### src/rtl/exc_entry_pkg.sv
package exc_entry_pkg;
  localparam int XLEN = 32;

  typedef enum logic [2:0] {
    EVT_NONE   = 3'd0,
    EVT_TRAP   = 3'd1,
    EVT_NMI    = 3'd2,
    EVT_BFAULT = 3'd3,
    EVT_IRQ    = 3'd4
  } evt_e;

  typedef enum logic [1:0] {
    RET_ERP = 2'd0,
    RET_NRP = 2'd1,
    RET_BRP = 2'd2
  } ret_sel_e;

  typedef enum logic [1:0] {
    ST_IDLE,
    ST_SAVE,
    ST_FETCH,
    ST_DONE
  } st_e;
endpackage

### src/rtl/exc_evt_arb.sv
module exc_evt_arb
  import exc_entry_pkg::*;
#(
  parameter int VEC_W = 8
) (
  input  logic             nmi_i,
  input  logic             bfault_i,
  input  logic             trap_i,
  input  logic             irq_i,
  input  logic [VEC_W-1:0] trap_vec_i,
  input  logic [VEC_W-1:0] fault_vec_i,
  input  logic [VEC_W-1:0] irq_vec_i,
  output evt_e             evt_o,
  output logic [VEC_W-1:0] vec_o
);
  always_comb begin
    evt_o = EVT_NONE;
    vec_o = '0;
    if (nmi_i) begin
      evt_o = EVT_NMI;
    end else if (bfault_i) begin
      evt_o = EVT_BFAULT;
      vec_o = fault_vec_i;
    end else if (trap_i) begin
      evt_o = EVT_TRAP;
      vec_o = trap_vec_i;
    end else if (irq_i) begin
      evt_o = EVT_IRQ;
      vec_o = irq_vec_i;
    end
  end
endmodule

### src/rtl/exc_ctx_calc.sv
module exc_ctx_calc
  import exc_entry_pkg::*;
#(
  parameter int VEC_W   = 8,
  parameter int U_BIT   = 8,
  parameter int M_BIT   = 9,
  parameter int F_BIT   = 10,
  parameter int SHIFT   = 10,
  parameter int KEEP_HI = 2
) (
  input  evt_e             evt_i,
  input  logic [VEC_W-1:0] vec_i,
  input  logic             legacy_i,
  input  logic [XLEN-1:0]  pc_i,
  input  logic             dslot_i,
  input  logic [XLEN-1:0]  ccs_i,
  input  logic [XLEN-1:0]  sp_i,
  input  logic [XLEN-1:0]  ksp_i,
  output logic [XLEN-1:0]  ret_addr_o,
  output ret_sel_e         ret_sel_o,
  output logic [XLEN-1:0]  exs_o,
  output logic             exs_en_o,
  output logic [XLEN-1:0]  ccs_o,
  output logic [XLEN-1:0]  sp_o,
  output logic [XLEN-1:0]  usp_o,
  output logic             swap_o,
  output logic             dclr_o
);
  localparam logic [XLEN-1:0] HI_MASK = ~({XLEN{1'b1}} >> KEEP_HI);
  localparam logic [XLEN-1:0] LO_MASK = {XLEN{1'b1}} >> (XLEN - SHIFT);
  localparam int IDX_POS = 8;

  logic [XLEN-1:0] ccs_m;
  logic [7:0]      idx;

  assign idx    = 8'(vec_i);
  assign swap_o = ccs_i[U_BIT];
  assign sp_o   = swap_o ? ksp_i : sp_i;
  assign usp_o  = sp_i;

  always_comb begin
    ccs_m = ccs_i;
    if (evt_i == EVT_NMI) ccs_m[M_BIT] = 1'b0;
  end

  generate
    if (SHIFT > 0) begin : g_shift
      always_comb begin
        if (legacy_i) begin
          ccs_o = ccs_m | (XLEN'(1) << F_BIT);
        end else begin
          ccs_o = (ccs_m & HI_MASK) | ((ccs_m << SHIFT) & ~HI_MASK & ~LO_MASK);
        end
      end
    end else begin : g_noshift
      always_comb begin
        ccs_o = legacy_i ? (ccs_m | (XLEN'(1) << F_BIT)) : ccs_m;
      end
    end
  endgenerate

  always_comb begin
    exs_en_o   = !legacy_i;
    dclr_o     = !legacy_i;
    exs_o      = legacy_i ? '0 : (XLEN'(idx) << IDX_POS);
    ret_addr_o = legacy_i ? pc_i : (pc_i - XLEN'(dslot_i));
    ret_sel_o  = RET_ERP;
    if (legacy_i) begin
      if (evt_i == EVT_TRAP || evt_i == EVT_NMI) ret_sel_o = RET_BRP;
    end else if (evt_i == EVT_NMI) begin
      ret_sel_o = RET_NRP;
    end
  end
endmodule

### src/rtl/exc_fetch_fsm.sv
module exc_fetch_fsm
  import exc_entry_pkg::*;
(
  input  logic clk_i,
  input  logic rst_ni,
  input  logic start_i,
  input  logic abort_i,
  input  logic req_ready_i,
  input  logic rsp_valid_i,
  output st_e  state_o,
  output logic req_valid_o,
  output logic rsp_take_o,
  output logic done_o
);
  st_e  state_q;
  logic issued_q;

  assign state_o     = state_q;
  assign req_valid_o = (state_q == ST_FETCH) && !issued_q;
  assign rsp_take_o  = (state_q == ST_FETCH) && issued_q && rsp_valid_i;
  assign done_o      = (state_q == ST_DONE);

  always_ff @(posedge clk_i or negedge rst_ni) begin
    if (!rst_ni) begin
      state_q  <= ST_IDLE;
      issued_q <= 1'b0;
    end else begin
      unique case (state_q)
        ST_IDLE:  if (start_i) state_q <= ST_SAVE;
        ST_SAVE:  state_q <= abort_i ? ST_IDLE : ST_FETCH;
        ST_FETCH: begin
          if (req_valid_o && req_ready_i) issued_q <= 1'b1;
          if (rsp_take_o) begin
            issued_q <= 1'b0;
            state_q  <= ST_DONE;
          end
        end
        ST_DONE:  state_q <= ST_IDLE;
        default:  state_q <= ST_IDLE;
      endcase
    end
  end

  p_req_hold_r7: assert property (@(posedge clk_i) disable iff (!rst_ni)
    req_valid_o && !req_ready_i |=> req_valid_o);
  p_done_pulse_r7: assert property (@(posedge clk_i) disable iff (!rst_ni)
    done_o |=> !done_o);
endmodule

### src/rtl/exc_entry_seq.sv
module exc_entry_seq
  import exc_entry_pkg::*;
#(
  parameter int VEC_W      = 8,
  parameter int VER_W      = 8,
  parameter int LEGACY_VER = 32,
  parameter int U_BIT      = 8,
  parameter int M_BIT      = 9,
  parameter int F_BIT      = 10
) (
  input  logic             clk_i,
  input  logic             rst_ni,
  input  logic             nmi_req_i,
  input  logic             bfault_req_i,
  input  logic             trap_req_i,
  input  logic             irq_req_i,
  input  logic [VEC_W-1:0] trap_vec_i,
  input  logic [VEC_W-1:0] fault_vec_i,
  input  logic [VEC_W-1:0] irq_vec_i,
  input  logic [VER_W-1:0] ver_i,
  input  logic [31:0]      pc_i,
  input  logic             dslot_i,
  input  logic [31:0]      ccs_i,
  input  logic [31:0]      sp_i,
  input  logic [31:0]      ksp_i,
  input  logic [31:0]      ebp_i,
  output logic             rd_req_valid_o,
  input  logic             rd_req_ready_i,
  output logic [31:0]      rd_addr_o,
  input  logic             rd_rsp_valid_i,
  input  logic [31:0]      rd_rsp_data_i,
  output logic             busy_o,
  output logic             done_o,
  output logic [2:0]       evt_o,
  output logic [31:0]      ret_addr_o,
  output logic [1:0]       ret_sel_o,
  output logic [31:0]      exs_o,
  output logic             exs_we_o,
  output logic [31:0]      ccs_o,
  output logic [31:0]      sp_o,
  output logic [31:0]      usp_o,
  output logic             stack_swap_o,
  output logic             dslot_clr_o,
  output logic [31:0]      new_pc_o,
  output logic             unsupported_o,
  output logic             recursive_fault_o
);
  evt_e             arb_evt, evt_q;
  logic [VEC_W-1:0] arb_vec, vec_q;
  logic             legacy_q, dslot_q;
  logic [XLEN-1:0]  pc_q, ccs_q, sp_q, ksp_q, ebp_q;
  st_e              state;
  logic             accept, abort, commit, rsp_take;

  logic [XLEN-1:0]  c_ret, c_exs, c_ccs, c_sp, c_usp;
  ret_sel_e         c_sel;
  logic             c_exs_en, c_swap, c_dclr;

  logic [XLEN-1:0]  ret_q, exs_q, ccs_oq, sp_oq, usp_q, npc_q;
  ret_sel_e         sel_q;
  logic             exs_en_q, swap_q, dclr_q;

  exc_evt_arb #(.VEC_W(VEC_W)) u_arb (
    .nmi_i      (nmi_req_i),
    .bfault_i   (bfault_req_i),
    .trap_i     (trap_req_i),
    .irq_i      (irq_req_i),
    .trap_vec_i (trap_vec_i),
    .fault_vec_i(fault_vec_i),
    .irq_vec_i  (irq_vec_i),
    .evt_o      (arb_evt),
    .vec_o      (arb_vec)
  );

  assign accept = (state == ST_IDLE) && (arb_evt != EVT_NONE);
  assign abort  = (state == ST_SAVE) && legacy_q && (evt_q == EVT_BFAULT);
  assign commit = (state == ST_SAVE) && !abort;

  exc_fetch_fsm u_fsm (
    .clk_i      (clk_i),
    .rst_ni     (rst_ni),
    .start_i    (accept),
    .abort_i    (abort),
    .req_ready_i(rd_req_ready_i),
    .rsp_valid_i(rd_rsp_valid_i),
    .state_o    (state),
    .req_valid_o(rd_req_valid_o),
    .rsp_take_o (rsp_take),
    .done_o     (done_o)
  );

  always_ff @(posedge clk_i or negedge rst_ni) begin
    if (!rst_ni) begin
      evt_q    <= EVT_NONE;
      vec_q    <= '0;
      legacy_q <= 1'b0;
      dslot_q  <= 1'b0;
      pc_q     <= '0;
      ccs_q    <= '0;
      sp_q     <= '0;
      ksp_q    <= '0;
      ebp_q    <= '0;
    end else if (accept) begin
      evt_q    <= arb_evt;
      vec_q    <= arb_vec;
      legacy_q <= (ver_i < VER_W'(LEGACY_VER));
      dslot_q  <= dslot_i;
      pc_q     <= pc_i;
      ccs_q    <= ccs_i;
      sp_q     <= sp_i;
      ksp_q    <= ksp_i;
      ebp_q    <= ebp_i;
    end else if (done_o || abort) begin
      evt_q    <= EVT_NONE;
    end
  end

  exc_ctx_calc #(
    .VEC_W(VEC_W), .U_BIT(U_BIT), .M_BIT(M_BIT), .F_BIT(F_BIT),
    .SHIFT(10), .KEEP_HI(2)
  ) u_ctx (
    .evt_i     (evt_q),
    .vec_i     (vec_q),
    .legacy_i  (legacy_q),
    .pc_i      (pc_q),
    .dslot_i   (dslot_q),
    .ccs_i     (ccs_q),
    .sp_i      (sp_q),
    .ksp_i     (ksp_q),
    .ret_addr_o(c_ret),
    .ret_sel_o (c_sel),
    .exs_o     (c_exs),
    .exs_en_o  (c_exs_en),
    .ccs_o     (c_ccs),
    .sp_o      (c_sp),
    .usp_o     (c_usp),
    .swap_o    (c_swap),
    .dclr_o    (c_dclr)
  );

  always_ff @(posedge clk_i or negedge rst_ni) begin
    if (!rst_ni) begin
      ret_q    <= '0;
      sel_q    <= RET_ERP;
      exs_q    <= '0;
      exs_en_q <= 1'b0;
      ccs_oq   <= '0;
      sp_oq    <= '0;
      usp_q    <= '0;
      swap_q   <= 1'b0;
      dclr_q   <= 1'b0;
    end else if (commit) begin
      ret_q    <= c_ret;
      sel_q    <= c_sel;
      exs_q    <= c_exs;
      exs_en_q <= c_exs_en;
      ccs_oq   <= c_ccs;
      sp_oq    <= c_sp;
      usp_q    <= c_usp;
      swap_q   <= c_swap;
      dclr_q   <= c_dclr;
    end
  end

  always_ff @(posedge clk_i or negedge rst_ni) begin
    if (!rst_ni)       npc_q <= '0;
    else if (rsp_take) npc_q <= rd_rsp_data_i;
  end

  assign rd_addr_o         = ebp_q + (XLEN'(vec_q) << 2);
  assign busy_o            = (state != ST_IDLE);
  assign evt_o             = evt_q;
  assign ret_addr_o        = ret_q;
  assign ret_sel_o         = sel_q;
  assign exs_o             = exs_q;
  assign exs_we_o          = done_o && exs_en_q;
  assign ccs_o             = ccs_oq;
  assign sp_o              = sp_oq;
  assign usp_o             = usp_q;
  assign stack_swap_o      = done_o && swap_q;
  assign dslot_clr_o       = done_o && dclr_q;
  assign new_pc_o          = npc_q;
  assign unsupported_o     = abort;
  assign recursive_fault_o = (evt_q == EVT_BFAULT) && bfault_req_i;

  p_addr_stable_r7: assert property (@(posedge clk_i) disable iff (!rst_ni)
    rd_req_valid_o && !rd_req_ready_i |=> $stable(rd_addr_o));
  p_evt_clear_r11: assert property (@(posedge clk_i) disable iff (!rst_ni)
    done_o |=> (evt_o == 3'd0) && !busy_o);
  p_busy_done_r11: assert property (@(posedge clk_i) disable iff (!rst_ni)
    done_o |-> busy_o);
  p_exs_fmt_r3: assert property (@(posedge clk_i) disable iff (!rst_ni)
    exs_we_o |-> (exs_o[7:0] == 8'd0) && (exs_o[31:16] == 16'd0));
  p_user_clear_r6: assert property (@(posedge clk_i) disable iff (!rst_ni)
    done_o && exs_we_o |-> !ccs_o[U_BIT] && (ccs_o[9:0] == 10'd0));
  p_unsup_nofetch_r9: assert property (@(posedge clk_i) disable iff (!rst_ni)
    unsupported_o |=> !rd_req_valid_o && !busy_o);
  p_single_accept_r1: assert property (@(posedge clk_i) disable iff (!rst_ni)
    busy_o && !done_o && !unsupported_o |=> busy_o && $stable(evt_o));
endmodule

### config.mk
export PLATFORM = sky130hd
export DESIGN_NAME = exc_entry_seq
export DESIGN_NICKNAME = d
export VERILOG_FILES = /design/src/rtl/exc_entry_pkg.sv /design/src/rtl/exc_evt_arb.sv /design/src/rtl/exc_ctx_calc.sv /design/src/rtl/exc_fetch_fsm.sv /design/src/rtl/exc_entry_seq.sv
export SDC_FILE = /design/constraint.sdc
export NUM_CORES = 1
export LEC_CHECK = 0
export ABC_AREA = 1
export BUFFER_PORTS_ARGS = -buffer_cell sky130_fd_sc_hd__buf_4
export CAP_MARGIN = 15
export CORE_UTILIZATION = 42
export CTS_CLUSTER_DIAMETER = 150
export CTS_CLUSTER_SIZE = 25
export DETAILED_ROUTE_END_ITERATION = 7
export PLACE_DENSITY = 0.66
export SYNTH_ARGS = -nofsm -noshare
export SYNTH_HDL_FRONTEND = slang
export SYNTH_SLANG_ARGS = --single-unit
### constraint.sdc
create_clock -name clk_i -period 3.7 [get_ports clk_i]
set_clock_uncertainty 0.1 [all_clocks]
set_input_delay 0.74 -clock clk_i [delete_from_list [all_inputs] [get_ports clk_i]]
set_output_delay 0.74 -clock clk_i [all_outputs]
set_load 0.02 [all_outputs]
==> results of run 1 <==
[state kept, by name, indices dropped and copies added, names as in the netlist, named ones only]
signal          cells
ret_sel_o           2
new_pc_o           32
ret_addr_o         32
vec_q               8
u_fsm.state_o       1
legacy_q            1
u_fsm.issued_q      1
evt_o               3
dslot_q             1
sp_o               32
ksp_q              32
pc_q               32
ccs_q              32
ccs_o              32
usp_o              32
sp_q               32
dclr_q              1
swap_q              1
ebp_q              32
exs_o               8
[stage by stage]
step	util	hold slack [ps]	power (W)	setup WS, ps
floorplan	-	342.2	0.01258	1033
global placement	0.5252	354.0	0.01585	840.8
detailed placement	0.5252	362.7	0.01603	790.9
CTS	0.5370	197.8	0.01813	239.9
global route	0.5371	235.4	0.01936	14.12
finish	0.5371	177.4	0.01795	272.0
[layer usage]
| metal | up-vias | global-route usage |
|---|---|---|
| met5 | - | 0 |
| li1 | 6657 | - |
| met4 | 2 | 0.06460 |
| met2 | 410 | 0.4041 |
| met1 | 6514 | 0.3160 |
| met3 | 63 | 0.04894 |
[cells by family after synthesis]
logic type / share of synthesized area
buffers and inverters: 0.08195
muxes: 0.02263
DFF: 0.5469
adders and majority gates: 0.009115
and+or+nand+nor: 0.2406
xor gates and xnor gates: 0.01100
other: 0.0002355
AOI/OAI and AO/OA: 0.08761
[cells in the final DEF, fill, tap and decap left out, drive strengths merged]
| cell | Yosys | final |
|---|---|---|
| fa | 1 | 1 |
| mux2 | 32 | 32 |
| conb | 1 | 24 |
| or2 | 3 | 3 |
| diode | 0 | 1 |
| nand2 | 703 | 703 |
| nor3b | 1 | 1 |
| nand4 | 11 | 11 |
| xor2 | 18 | 18 |
| a22oi | 1 | 1 |
| nand3 | 75 | 75 |
| o21ai | 185 | 185 |
| buf | 90 | 456 |
| a31oi | 20 | 20 |
| inv | 138 | 138 |
| clkbuf | 23 | 20 |
| o22ai | 11 | 11 |
| xnor2 | 2 | 2 |
| a21boi | 1 | 1 |
| and2 | 1 | 1 |
| dfrtp | 348 | 348 |
| ha | 10 | 10 |
| o31ai | 1 | 1 |
| nand3b | 10 | 10 |
| nor3 | 13 | 13 |
| o22a | 1 | 1 |
| nor2 | 134 | 134 |
| a21oi | 48 | 48 |
| nor4 | 1 | 1 |
[critical path, cell delays in order, from the launching register on]
cell and delay, ps:
dfrtp_1 370, ha_1 190, inv_1 60, fa_1 420, o21ai_2 220, nand2_1 100
nand2_1 120, nand2_1 140, o21ai_0 200, nand2_1 90, buf_4 160
[final cells by class]
| cell class | count | area (um2) |
|---|---|---|
| fillers | 3539 | 17110 |
| flip-flops and latches | 348 | 8710 |
| multi-input cells | 1307 | 6016 |
| repair buffers | 456 | 3531 |
| well taps | 504 | 630.6 |
| inverters | 138 | 525.5 |
| clock buffers | 20 | 436.7 |
| diodes | 1 | 2.502 |
[how the worst min path moves through the flow]
stage / start / end / depth (start not counted)
floorplan: rst_ni / asynchronous set/reset pin / 0
global placement: ccs_q[30]$_DFFE_PN0P_ / ccs_o[30]$_DFFE_PN0P_ / 2
detailed placement: ccs_q[30]$_DFFE_PN0P_ / ccs_o[30]$_DFFE_PN0P_ / 2
CTS: rst_ni / sp_o[30]$_DFFE_PN0P_ / 1
global route: rst_ni / ksp_q[30]$_DFFE_PN0P_ / 1
finish: rst_ni / ksp_q[15]$_DFFE_PN0P_ / 1
[report_power, final]
group / internal, W / leakage [nW] / switching [W]
sequential: 0.00562 / 4.31 / 0.00123
combinational: 0.00334 / 5.77 / 0.00572
clock: 0.000843 / 0.213 / 0.00120
==> report_table.html, run 1 <==
<table>
<tr><th>Metric</th><th>Value</th></tr>
<tr><th colspan="2">Drt</th></tr>
<tr><td>Number of vias in the routed layout</td><td>13650</td></tr>
<tr><td>Drt pass-1 iters</td><td>5</td></tr>
<tr><td>Metal-1 WL</td><td>19.97 mm</td></tr>
<tr><td>Highest signal layer in the routed design</td><td>met5</td></tr>
<tr><td>Total Routed Length</td><td>between 40 and 50 mm</td></tr>
<tr><td>Detail Route met2 WL</td><td>between 20 and 25 mm</td></tr>
<tr><td>Initial DRC count</td><td>814</td></tr>
<tr><td>DRC</td><td>0</td></tr>
<tr><td>Number of antenna-violating nets in the routed design</td><td>0</td></tr>
<tr><td>Routed wire length on met3</td><td>3.126 mm</td></tr>
<tr><td>Vias per Instance</td><td>between 4 and 5</td></tr>
<tr><td>Routed wire length per instance</td><td>~17 um</td></tr>
<tr><th colspan="2">Synthesis</th></tr>
<tr><td>Total of flip-flops plus latches after synthesis</td><td>around 350</td></tr>
<tr><td>Post-synthesis instance area</td><td>approximately 16000 um2</td></tr>
<tr><td>Average cell area after synthesis</td><td>roughly 8.5 um2</td></tr>
<tr><td>Number of enable flip-flop cells after synthesis</td><td>0</td></tr>
<tr><td>Main synth FF type</td><td>dfrtp_1</td></tr>
<tr><td>Top cell type's share of synthesized area</td><td>0.5469</td></tr>
<tr><td>Synthesized instance count</td><td>1883</td></tr>
<tr><td>Cell with the most instances after synthesis</td><td>nand2_1</td></tr>
<tr><td>Ys async rst share</td><td>1.000</td></tr>
<tr><td>Leading post-synthesis cells by instance count</td><td>nand2_1 (698), dfrtp_1 (348), o21ai_0 (171)</td></tr>
<tr><td>Top area cells in the synthesized netlist</td><td>dfrtp_1 (55%), nand2_1 (16%), o21ai_0 (5.4%)</td></tr>
<tr><td>Syn. warnings</td><td>0</td></tr>
<tr><td>Sequential-to-total area share from yosys stat</td><td>0.5469</td></tr>
<tr><td>Number of distinct standard cells referenced by the synthesized netlist</td><td>43</td></tr>
<tr><td>Cell type contributing the most total cell area after synthesis</td><td>dfrtp_1</td></tr>
<tr><th colspan="2">Timing</th></tr>
<tr><td>Final clock period utilization by the worst path</td><td>0.9265</td></tr>
<tr><td>Maximum clock frequency</td><td>0.2917 GHz</td></tr>
<tr><td>Max Transition Viols Final</td><td>0</td></tr>
<tr><td>Total negative slack for setup checks</td><td>0 ps</td></tr>
<tr><td>Final critical path time including I/O delays and setup</td><td>3428 ps</td></tr>
<tr><td>Slew of the pin with the lowest slew margin</td><td>854.1 ps</td></tr>
<tr><td>Unrepaired setup endpoints after global routing</td><td>false</td></tr>
<tr><td>Worst relative slew slack</td><td>0.4306</td></tr>
<tr><td>Setup violators final</td><td>0</td></tr>
<tr><td>Final Hold Violating Endpoints</td><td>0</td></tr>
<tr><th colspan="2">Pwr</th></tr>
<tr><td>Power density relative to cell area</td><td>904.1 nW/um2</td></tr>
<tr><td>Max rail drop VDD</td><td>0.0005142 V</td></tr>
<tr><td>Leakage</td><td>10.29 nW</td></tr>
<tr><th colspan="2">Die</th></tr>
<tr><td>Full die area</td><td>roughly 39000 um2</td></tr>
<tr><td>Height of the chip</td><td>196.7 um</td></tr>
<tr><td>Die extent in x</td><td>196.7 um</td></tr>
<tr><td>Number of primary I/O pins</td><td>470</td></tr>
<tr><td>Starting utilization of the core area</td><td>0.4308</td></tr>
<tr><td>Number of placement rows</td><td>70</td></tr>
<tr><td>Core area</td><td>36960 um2</td></tr>
<tr><th colspan="2">Critical path</th></tr>
<tr><td>Type of the setup path with the least slack</td><td>reg2out</td></tr>
<tr><td>Capture instance of the worst register-to-register path</td><td>ebp_q[14]$_DFFE_PN0P_</td></tr>
<tr><td>Endpoint of the worst setup timing path</td><td>rd_addr_o[22]</td></tr>
<tr><td>Data required time at the worst endpoint</td><td>2860 ps</td></tr>
<tr><td>Arrival time worst endpoint</td><td>roughly 2600 ps</td></tr>
<tr><td>Top fanout value on the critical path</td><td>4</td></tr>
<tr><td>Crit path launch type</td><td>register</td></tr>
<tr><td>Worst Reg2Reg Path Length in Cells</td><td>6</td></tr>
<tr><td>CP Capture Type</td><td>output pin</td></tr>
<tr><td>Launch point of the worst path</td><td>vec_q[0]$_DFFE_PN0P_</td></tr>
<tr><td>Worst-case register-to-register setup slack</td><td>about 1400 ps</td></tr>
<tr><th colspan="2">Clocking</th></tr>
<tr><td>Worst-case clock buffer depth</td><td>3</td></tr>
<tr><td>Buffers inserted during post-CTS setup optimization</td><td>0</td></tr>
<tr><td>Root buffer cell</td><td>clkbuf_16</td></tr>
<tr><td>CTS tree</td><td>built</td></tr>
<tr><td>Num CTS Buffers</td><td>17</td></tr>
<tr><td>Clock slew at the register clock pins of the worst setup and hold paths</td><td>100 ps</td></tr>
<tr><td>Clock latency at the later pin of the worst-skew pair</td><td>approximately 520 ps</td></tr>
<tr><td>Quantity of gates resized following cts</td><td>0</td></tr>
<tr><td>Sinks on the clock net</td><td>around 350</td></tr>
<tr><td>Number of hold buffers added after CTS</td><td>0</td></tr>
<tr><td>CTS H-Tree Depth</td><td>1</td></tr>
<tr><th colspan="2">Finish</th></tr>
<tr><td>Area growth, synth to finish</td><td>24.66%</td></tr>
<tr><td>Net count, final</td><td>2512</td></tr>
<tr><td>Share of post-route cells with drive strength above 1</td><td>0.2323</td></tr>
<tr><td>Post-route cell area</td><td>19850 um2</td></tr>
<tr><td>Non-filler cells, final</td><td>2774</td></tr>
<tr><th colspan="2">Place</th></tr>
<tr><td>Total placed instance area</td><td>19410 um2</td></tr>
<tr><td>Final GP Congestion</td><td>~0.94</td></tr>
<tr><td>Placed Cells</td><td>2753</td></tr>
<tr><td>Detail Placement HPWL</td><td>about 34 mm</td></tr>
<tr><td>Buffers added on ports</td><td>440</td></tr>
<tr><th colspan="2">Run status</th></tr>
<tr><td>Outcome</td><td>complete, no violations</td></tr>
<tr><th colspan="2">Global routing</th></tr>
<tr><td>Via count of the first global-routing pass</td><td>13370</td></tr>
<tr><td>Overall track demand over capacity in global routing</td><td>0.2404</td></tr>
<tr><td>Global-route wire length before repair</td><td>73.53 mm</td></tr>
<tr><td>Pin count of the biggest net entering global routing</td><td>around 200</td></tr>
<tr><td>GR Overflow Total</td><td>0</td></tr>
<tr><td>Antenna violations before repair</td><td>2</td></tr>
<tr><th colspan="2">Worst hold path</th></tr>
<tr><td>Type of the worst min-delay path</td><td>in2async</td></tr>
<tr><th colspan="2">Run</th></tr>
<tr><td>Max cap viols</td><td>0</td></tr>
</table>
Note: power is estimated with default switching activity, not from simulation.
==> inputs of run 2 (changes only) <==
- ABC_AREA: 1 -> unset
- PLACE_DENSITY: 0.66 -> 0.67
==> run 2 against run 1 <==
  * Synthesized cell count shrank 14%
  * Routed wire length shrank 6.1%
  * Worst hold slack lost 43 ps
  * Non-clock buffer count grew 10
  * Total power shrank 1.5%
  * Utilization grew 1.0 points
  * Cell count shrank 11%
  * Sequential power grew 3%
  * Highest routed layer is now met4
==> report_table.html, run 2 <==
<table>
<tr><th>Metric</th><th>Value</th></tr>
<tr><th colspan="2">Run status</th></tr>
<tr><td>Outcome</td><td>complete, no violations</td></tr>
<tr><th colspan="2">Synthesis</th></tr>
<tr><td>Number of enable flip-flop cells after synthesis</td><td>0 (unchanged)</td></tr>
<tr><td>Number of distinct standard cells referenced by the synthesized netlist</td><td>52 (+21%)</td></tr>
<tr><td>Top cell type's share of synthesized area</td><td>0.5764 (+0.02953)</td></tr>
<tr><td>Post-synthesis instance area</td><td>15110 um2 (-5.1%)</td></tr>
<tr><td>Cell with the most instances after synthesis</td><td>nand2_1</td></tr>
<tr><td>Syn. warnings</td><td>0 (unchanged)</td></tr>
<tr><td>Total of flip-flops plus latches after synthesis</td><td>348 (unchanged)</td></tr>
<tr><td>Main synth FF type</td><td>dfrtp_1</td></tr>
<tr><td>Top area cells in the synthesized netlist</td><td>dfrtp_1 (58%), nand2_1 (18%), mux2i_1 (3.3%)</td></tr>
<tr><td>Synthesized instance count</td><td>1615 (-14%)</td></tr>
<tr><td>Leading post-synthesis cells by instance count</td><td>nand2_1 (710), dfrtp_1 (348), o21ai_0 (94)</td></tr>
<tr><td>Ys async rst share</td><td>1.000 (unchanged)</td></tr>
<tr><td>Sequential-to-total area share from yosys stat</td><td>0.5764 (+0.02953)</td></tr>
<tr><td>Cell type contributing the most total cell area after synthesis</td><td>dfrtp_1</td></tr>
<tr><td>Average cell area after synthesis</td><td>9.355 um2 (+11%)</td></tr>
<tr><th colspan="2">Timing</th></tr>
<tr><td>Setup violators final</td><td>0 (unchanged)</td></tr>
<tr><td>Maximum clock frequency</td><td>0.2785 GHz (-4.5%)</td></tr>
<tr><td>Unrepaired setup endpoints after global routing</td><td>true</td></tr>
<tr><td>Final critical path time including I/O delays and setup</td><td>3591 ps (+162.6 ps)</td></tr>
<tr><td>Max Transition Viols Final</td><td>0 (unchanged)</td></tr>
<tr><td>Final Hold Violating Endpoints</td><td>0 (unchanged)</td></tr>
<tr><td>Final clock period utilization by the worst path</td><td>0.9704 (+0.04394)</td></tr>
<tr><td>Slew of the pin with the lowest slew margin</td><td>827.6 ps (-26.43 ps)</td></tr>
<tr><td>Total negative slack for setup checks</td><td>0 ps (unchanged)</td></tr>
<tr><td>Worst relative slew slack</td><td>0.4462 (+0.01558)</td></tr>
<tr><th colspan="2">Drt</th></tr>
<tr><td>Number of antenna-violating nets in the routed design</td><td>0 (unchanged)</td></tr>
<tr><td>Total Routed Length</td><td>43.81 mm (-6.1%)</td></tr>
<tr><td>Number of vias in the routed layout</td><td>12350 (-9.5%)</td></tr>
<tr><td>Drt pass-1 iters</td><td>5 (unchanged)</td></tr>
<tr><td>Vias per Instance</td><td>4.991 (+1.5%)</td></tr>
<tr><td>Initial DRC count</td><td>654 (-20%)</td></tr>
<tr><td>Routed wire length per instance</td><td>17.71 um (+5.3%)</td></tr>
<tr><td>DRC</td><td>0 (unchanged)</td></tr>
<tr><th colspan="2">Die</th></tr>
<tr><td>Core area</td><td>35480 um2 (-4.0%)</td></tr>
<tr><td>Number of primary I/O pins</td><td>470 (unchanged)</td></tr>
<tr><td>Height of the chip</td><td>191.7 um (-2.6%)</td></tr>
<tr><td>Number of placement rows</td><td>69 (-1.4%)</td></tr>
<tr><td>Starting utilization of the core area</td><td>0.4258 (-0.005049)</td></tr>
<tr><td>Die extent in x</td><td>191.7 um (-2.6%)</td></tr>
<tr><td>Full die area</td><td>36730 um2 (-5.1%)</td></tr>
<tr><th colspan="2">Global routing</th></tr>
<tr><td>GR Overflow Total</td><td>0 (unchanged)</td></tr>
<tr><td>Pin count of the biggest net entering global routing</td><td>133 (-35%)</td></tr>
<tr><td>Global-route wire length before repair</td><td>67.83 mm (-7.8%)</td></tr>
<tr><td>Via count of the first global-routing pass</td><td>12170 (-9.0%)</td></tr>
<tr><td>Antenna violations before repair</td><td>3 (+1)</td></tr>
<tr><td>Overall track demand over capacity in global routing</td><td>0.2343 (-0.006067)</td></tr>
<tr><th colspan="2">Finish</th></tr>
<tr><td>Net count, final</td><td>2252 (-10%)</td></tr>
<tr><td>Area growth, synth to finish</td><td>28.56%</td></tr>
<tr><td>Commonest non-fill, non-tap cell in the layout</td><td>nand2_1</td></tr>
<tr><td>Leading cell types in the layout, fill and taps excluded</td><td>nand2_1 (710), buf_4 (454), dfrtp_1 (346)</td></tr>
<tr><td>Post-route cell area</td><td>19420 um2 (-2.2%)</td></tr>
<tr><td>Share of post-route cells with drive strength above 1</td><td>0.2697 (+0.03739)</td></tr>
<tr><th colspan="2">Place</th></tr>
<tr><td>Total placed instance area</td><td>18870 um2 (-2.8%)</td></tr>
<tr><td>Detail Placement HPWL</td><td>31.21 mm (-8.0%)</td></tr>
<tr><td>Buffers added on ports</td><td>440 (unchanged)</td></tr>
<tr><td>Final GP Congestion</td><td>0.8804 (-5.9%)</td></tr>
<tr><th colspan="2">Critical path</th></tr>
<tr><td>Top fanout value on the critical path</td><td>8 (+4)</td></tr>
<tr><td>Data required time at the worst endpoint</td><td>2860 ps (about the same)</td></tr>
<tr><td>CP Capture Type</td><td>output pin</td></tr>
<tr><td>Type of the setup path with the least slack</td><td>reg2out</td></tr>
<tr><td>Cell family with most CP delay</td><td>adder cells</td></tr>
<tr><td>Most prevalent standard cell on the critical path</td><td>buf_4</td></tr>
<tr><td>Highest cell delay on the worst timing path</td><td>410 ps (about the same)</td></tr>
<tr><td>CP Buf/Inv Count</td><td>3 (+1)</td></tr>
<tr><td>Cells along the critical path</td><td>ha_4 &gt; inv_2 &gt; fa_2 &gt; nand2b_4 &gt; a21o_1 &gt; a211oi_2 &gt; buf_4 &gt; nand4_1 &gt; xnor2_1 &gt; buf_4</td></tr>
<tr><td>Crit path max-delay cell type</td><td>dfrtp_1</td></tr>
<tr><td>Arrival time worst endpoint</td><td>2750 ps (+160 ps)</td></tr>
<tr><td>Crit path launch type</td><td>register</td></tr>
<tr><th colspan="2">Clocking</th></tr>
<tr><td>Num CTS Buffers</td><td>17 (unchanged)</td></tr>
<tr><td>Clock latency at the later pin of the worst-skew pair</td><td>520 ps (about the same)</td></tr>
<tr><td>CTS tree</td><td>built</td></tr>
<tr><td>Clock slew at the register clock pins of the worst setup and hold paths</td><td>100 ps (about the same)</td></tr>
<tr><td>Worst-case clock buffer depth</td><td>3 (unchanged)</td></tr>
<tr><td>Sinks on the clock net</td><td>348 (unchanged)</td></tr>
<tr><td>CTS H-Tree Depth</td><td>1 (unchanged)</td></tr>
<tr><td>Root buffer cell</td><td>clkbuf_16</td></tr>
<tr><th colspan="2">Pwr</th></tr>
<tr><td>Max rail drop VDD</td><td>0.0005388 V (+4.8%)</td></tr>
<tr><td>Power density relative to cell area</td><td>910.4 nW/um2 (+0.69%)</td></tr>
<tr><td>Power after layout</td><td>0.01768 W (-1.5%)</td></tr>
<tr><td>Leakage</td><td>10.04 nW (-2.4%)</td></tr>
<tr><th colspan="2">Run</th></tr>
<tr><td>Max cap viols</td><td>0 (unchanged)</td></tr>
<tr><th colspan="2">Worst hold path</th></tr>
<tr><td>Type of the worst min-delay path</td><td>in2async</td></tr>
</table>
==> run 2: power by group <==
group	leakage (nW)	total, W	switching, W	internal, W
clock	0.224	0.00208	0.00121	0.000867
sequential	4.33	0.00704	0.00143	0.00561
combinational	5.49	0.00856	0.00511	0.00345
==> run 2: through the flow <==
| step | std cells | util | setup slack, ps | hold slack (ps) |
|---|---|---|---|---|
| after floorplan | 1638 | - | 427.4 | 338.6 |
| after global placement | 2447 | 0.5319 | 492.9 | 348.9 |
| after detailed placement | 2447 | 0.5319 | 420.7 | 358.4 |
| after CTS | 2469 | 0.5455 | 33.05 | 140.5 |
| after global routing | 2473 | 0.5473 | -27.24 | 170.1 |
| final | 2474 | 0.5474 | 109.4 | 134.7 |
==> run 2: area by class of cell <==
class	instances	area, um2
clock inverters	1	8.758
diodes	3	7.507
inverters	7	26.28
flip-flops and latches	348	8711
clock buffers	20	446.7
well taps	461	576.8
fillers	3235	16060
multi-input cells	1168	6003
repair buffers	466	3643
==> run 2: timing repair <==
| item | CTS | global route |
|---|---|---|
| pin swaps | 1 | 6 |
| buffers inserted | 1 | 2 |
| setup endpoints to repair | 5 | 13 |
| hold buffers | 0 | 0 |
| gates resized for setup | 4 | 10 |
==> run 2: kinds of logic after synthesis <==
group | after synthesis | share of synthesized area
fa+ha+maj | 11 | 0.009607
buf+inv | 122 | 0.03843
simple gates | 841 | 0.2260
mux | 82 | 0.05698
xor+xnor | 57 | 0.03304
compound gates | 153 | 0.05930
other cells | 1 | 0.0002482
flops | 348 | 0.5764
==> run 2: final timing paths <==
| check | to | slack, ps | from | cells past startpoint |
|---|---|---|---|---|
| worst min-delay path | ksp_q[10]$_DFFE_PN0P_ | 130 | rst_ni | 1 |
| worst max register to register | ret_addr_o[20]$_DFFE_PN0P_ | 800 | pc_q[0]$_DFFE_PN0P_ | 9 |
| max in group asynchronous | sp_q[30]$_DFFE_PN0P_ | 2530 | rst_ni | 2 |
| worst max-delay path | rd_addr_o[24] | 110 | vec_q[0]$_DFFE_PN0P_ | 10 |
| worst min register to register | ksp_q[8]$_DFFE_PN0P_ | 380 | ksp_q[8]$_DFFE_PN0P_ | 2 |
| min in group clk_i | sp_q[16]$_DFFE_PN0P_ | 300 | sp_i[16] | 3 |
==> run 2: layer usage <==
| layer | track usage | wire, um | vias up |
|---|---|---|---|
| li1 | - | - | 5941 |
| met1 | 0.3134 | 18580 | 5963 |
| met2 | 0.3825 | 21070 | 385 |
| met3 | 0.04641 | 2957 | 59 |
| met4 | 0.07265 | 1192 | 0 |
| met5 | 0 | 0 | - |
==> inputs of run 3 (changes only) <==
- clock period: 3.7 -> 4.5 ns (I/O delays scaled with it)
==> run 3 against run 2 <==
  * Clock-buffer cell count unchanged
  * Critical endpoint is now rd_addr_o[27]
  * Critical path depth decreased by 2
  * Sequential power decreased by 19%
  * Combinational power decreased by 18%
  * Sequential share of layout area increased by 0.36 points
  * Die area unchanged
  * Cell count decreased by 0.28%
  * Non-clock buffer count decreased by 7
==> report_table.html, run 3 (same netlist as run 2, synthesis figures left out) <==
<table>
<tr><th>Metric</th><th>Value</th></tr>
<tr><th colspan="2">Clocking</th></tr>
<tr><td>CTS tree</td><td>built</td></tr>
<tr><td>CTS H-Tree Depth</td><td>1 (unchanged)</td></tr>
<tr><td>Number of hold buffers added after CTS</td><td>0 (unchanged)</td></tr>
<tr><td>Quantity of gates resized following cts</td><td>0 (-4)</td></tr>
<tr><td>Num CTS Buffers</td><td>17 (unchanged)</td></tr>
<tr><td>Buffers inserted during post-CTS setup optimization</td><td>0 (-1)</td></tr>
<tr><td>Root buffer cell</td><td>clkbuf_16</td></tr>
<tr><td>Worst-case clock buffer depth</td><td>3 (unchanged)</td></tr>
<tr><td>Clock slew at the register clock pins of the worst setup and hold paths</td><td>100 ps (about the same)</td></tr>
<tr><td>Sinks on the clock net</td><td>348 (unchanged)</td></tr>
<tr><td>Clock latency at the later pin of the worst-skew pair</td><td>530 ps (about the same)</td></tr>
<tr><th colspan="2">Pwr</th></tr>
<tr><td>P_int</td><td>0.008094 W (-18%)</td></tr>
<tr><td>Max rail drop VDD</td><td>0.0005730 V (+6.3%)</td></tr>
<tr><td>Leakage</td><td>9.982 nW (-0.61%)</td></tr>
<tr><td>Switching power total</td><td>0.006359 W (-18%)</td></tr>
<tr><td>Switching part of the total power</td><td>0.4400 (+0.001249)</td></tr>
<tr><td>Power density relative to cell area</td><td>750.0 nW/um2 (-18%)</td></tr>
<tr><td>Clock share of power</td><td>0.120 (+0.002)</td></tr>
<tr><td>Share of power burned in registers</td><td>0.397 (about the same)</td></tr>
<tr><td>Relative contribution of combinational cells to total power</td><td>0.483 (about the same)</td></tr>
<tr><th colspan="2">Drt</th></tr>
<tr><td>Metal-1 WL</td><td>18.76 mm (+0.93%)</td></tr>
<tr><td>Number of vias in the routed layout</td><td>12320 (-0.26%)</td></tr>
<tr><td>DRC</td><td>0 (unchanged)</td></tr>
<tr><td>Routed wire length on met3</td><td>2.777 mm (-6.1%)</td></tr>
<tr><td>Drt pass-1 iters</td><td>5 (unchanged)</td></tr>
<tr><td>Initial DRC count</td><td>680 (+4.0%)</td></tr>
<tr><td>Detail Route met2 WL</td><td>20.79 mm (-1.4%)</td></tr>
<tr><td>Number of antenna-violating nets in the routed design</td><td>0 (unchanged)</td></tr>
<tr><td>Total Routed Length</td><td>43.79 mm (about the same)</td></tr>
<tr><td>Routed wire length per instance</td><td>17.75 um (+0.25%)</td></tr>
<tr><td>Vias per Instance</td><td>4.992 (about the same)</td></tr>
<tr><td>Highest signal layer in the routed design</td><td>met4</td></tr>
<tr><th colspan="2">Timing</th></tr>
<tr><td>Final clock period utilization by the worst path</td><td>0.8937</td></tr>
<tr><td>Maximum clock frequency</td><td>0.2487 GHz</td></tr>
<tr><td>Unrepaired setup endpoints after global routing</td><td>false</td></tr>
<tr><td>Final Hold Violating Endpoints</td><td>0 (unchanged)</td></tr>
<tr><td>Setup slack after layout</td><td>478.6 ps (+369.2 ps)</td></tr>
<tr><td>Worst relative slew slack</td><td>0.3641 (-0.08208)</td></tr>
<tr><td>Final critical path time including I/O delays and setup</td><td>4021 ps</td></tr>
<tr><td>Total negative slack for setup checks</td><td>0 ps (unchanged)</td></tr>
<tr><td>Setup violators final</td><td>0 (unchanged)</td></tr>
<tr><td>Slew of the pin with the lowest slew margin</td><td>953.8 ps (+126.2 ps)</td></tr>
<tr><td>Max Transition Viols Final</td><td>0 (unchanged)</td></tr>
<tr><th colspan="2">Place</th></tr>
<tr><td>Detail Placement HPWL</td><td>30.65 mm (-1.8%)</td></tr>
<tr><td>Final GP Congestion</td><td>0.8615 (-2.1%)</td></tr>
<tr><td>Post-placement setup slack</td><td>1109 ps (+688.7 ps)</td></tr>
<tr><td>Buffers added on ports</td><td>440 (unchanged)</td></tr>
<tr><th colspan="2">Critical path</th></tr>
<tr><td>Top fanout value on the critical path</td><td>11 (+3)</td></tr>
<tr><td>Crit path launch type</td><td>register</td></tr>
<tr><td>CP Capture Type</td><td>output pin</td></tr>
<tr><td>Worst-case register-to-register setup slack</td><td>1340 ps (+540 ps)</td></tr>
<tr><td>Type of the setup path with the least slack</td><td>reg2out</td></tr>
<tr><td>Arrival time worst endpoint</td><td>3020 ps (+270 ps)</td></tr>
<tr><td>Data required time at the worst endpoint</td><td>3500 ps (+640 ps)</td></tr>
<tr><td>Reg2reg start</td><td>pc_q[0]$_DFFE_PN0P_</td></tr>
<tr><td>Launch point of the worst path</td><td>vec_q[2]$_DFFE_PN0P_</td></tr>
<tr><th colspan="2">Global routing</th></tr>
<tr><td>GR Overflow Total</td><td>0 (unchanged)</td></tr>
<tr><td>Via count of the first global-routing pass</td><td>12280 (+0.88%)</td></tr>
<tr><td>Antenna violations before repair</td><td>3 (unchanged)</td></tr>
<tr><td>Overall track demand over capacity in global routing</td><td>0.2368 (+0.002451)</td></tr>
<tr><td>Pin count of the biggest net entering global routing</td><td>150 (+13%)</td></tr>
<tr><td>Global-route wire length before repair</td><td>68.32 mm (+0.72%)</td></tr>
<tr><th colspan="2">Finish</th></tr>
<tr><td>Share of post-route cells with drive strength above 1</td><td>0.2611 (-0.008543)</td></tr>
<tr><td>Number of fill cells in the layout</td><td>3304 (+2.1%)</td></tr>
<tr><td>Commonest non-fill, non-tap cell in the layout</td><td>nand2_1</td></tr>
<tr><td>Net count, final</td><td>2245 (-0.31%)</td></tr>
<tr><td>Leading cell types in the layout, fill and taps excluded</td><td>nand2_1 (710), buf_4 (450), dfrtp_1 (346)</td></tr>
<tr><td>Area growth, synth to finish</td><td>27.54%</td></tr>
<tr><th colspan="2">Die</th></tr>
<tr><td>Starting utilization of the core area</td><td>0.4258 (unchanged)</td></tr>
<tr><td>Number of placement rows</td><td>69 (unchanged)</td></tr>
<tr><td>Die extent in x</td><td>191.7 um (unchanged)</td></tr>
<tr><td>Core area</td><td>35480 um2 (unchanged)</td></tr>
<tr><td>Number of primary I/O pins</td><td>470 (unchanged)</td></tr>
<tr><td>Full die area</td><td>36730 um2 (unchanged)</td></tr>
<tr><td>Height of the chip</td><td>191.7 um (unchanged)</td></tr>
<tr><th colspan="2">Worst hold path</th></tr>
<tr><td>Type of the worst min-delay path</td><td>in2async</td></tr>
<tr><th colspan="2">Run</th></tr>
<tr><td>Max cap viols</td><td>0 (unchanged)</td></tr>
<tr><th colspan="2">Run status</th></tr>
<tr><td>Outcome</td><td>complete, no violations</td></tr>
</table>
## run 3: cell types whose count changed in the layout (fill, tap and decap cells not counted), moves of 2 or more
cell | before | now
buf_4 | 454 | 450
nor4_2 | 5 | 3
ha_1 | 8 | 10
buf_12 | 11 | 8
nor4_1 | 4 | 6
## run 3: metrics by stage
step | std cells | utilization | area [um2] | total power [W] | hold slack, ps
6_report | 2467 | 0.5431 | 19270 | 0.01445 | 344.9
5_1_grt | 2467 | 0.5431 | 19270 | 0.01554 | 397.4
4_1_cts | 2464 | 0.5429 | 19260 | 0.01461 | 384.4
3_5_place_dp | 2443 | 0.5300 | 18810 | 0.01285 | 362.1
3_3_place_gp | 2443 | 0.5300 | 18810 | 0.01265 | 348.2
2_1_floorplan | 1638 | - | 15190 | 0.009891 | 338.6
## run 3: metal layers
layer / vias up / track usage
met5: - / 0
met4: 0 / 0.07875
met3: 71 / 0.04824
met2: 380 / 0.3875
met1: 5929 / 0.3129
li1: 5936 / -
## run 3: power by group through the flow
| stage | Sequential (W) | Clock (W) | Combinational [W] |
|---|---|---|---|
| final | 0.00573 | 0.00173 | 0.00698 |
| after detailed placement | 0.00579 | 0 | 0.00706 |
| after floorplan | 0.00634 | 0 | 0.00355 |
| after global routing | 0.00594 | 0.00189 | 0.00771 |
| after CTS | 0.00573 | 0.00180 | 0.00708 |
| after global placement | 0.00572 | 0 | 0.00693 |
## run 3: cell type report
cell class | count | area [um2] | share of cell area
sequential | 348 | 8711 | 0.4520
multi-input combinational | 1168 | 5939 | 0.3082
timing repair buffer | 459 | 3553 | 0.1844
tap | 461 | 576.8 | 0.02993
clock buffer | 20 | 446.7 | 0.02318
inverter | 7 | 26.28 | 0.001364
clock inverter | 1 | 8.758 | 0.0004545
antenna | 3 | 7.507 | 0.0003896
## run 3: path summary, 6_finish.rpt
kind | to | depth (start not counted)
min in group clk_i | ccs_o[31]$_DFFE_PN0P_ | 2
worst max-delay path | rd_addr_o[27] | 8
worst min register to register | ccs_o[31]$_DFFE_PN0P_ | 2
max in group asynchronous | pc_q[10]$_DFFE_PN0P_ | 2
worst max register to register | ret_addr_o[20]$_DFFE_PN0P_ | 8
worst min-delay path | ksp_q[10]$_DFFE_PN0P_ | 1
## run 3: worst max-delay path, cell delays in order (launching register included)
cell and delay (ps):
dfrtp_1 420, ha_1 360, o211ai_1 120, o21ai_0 440, a41oi_1 180, buf_4 210, nor4_1 370, xor2_1 230
buf_4 180
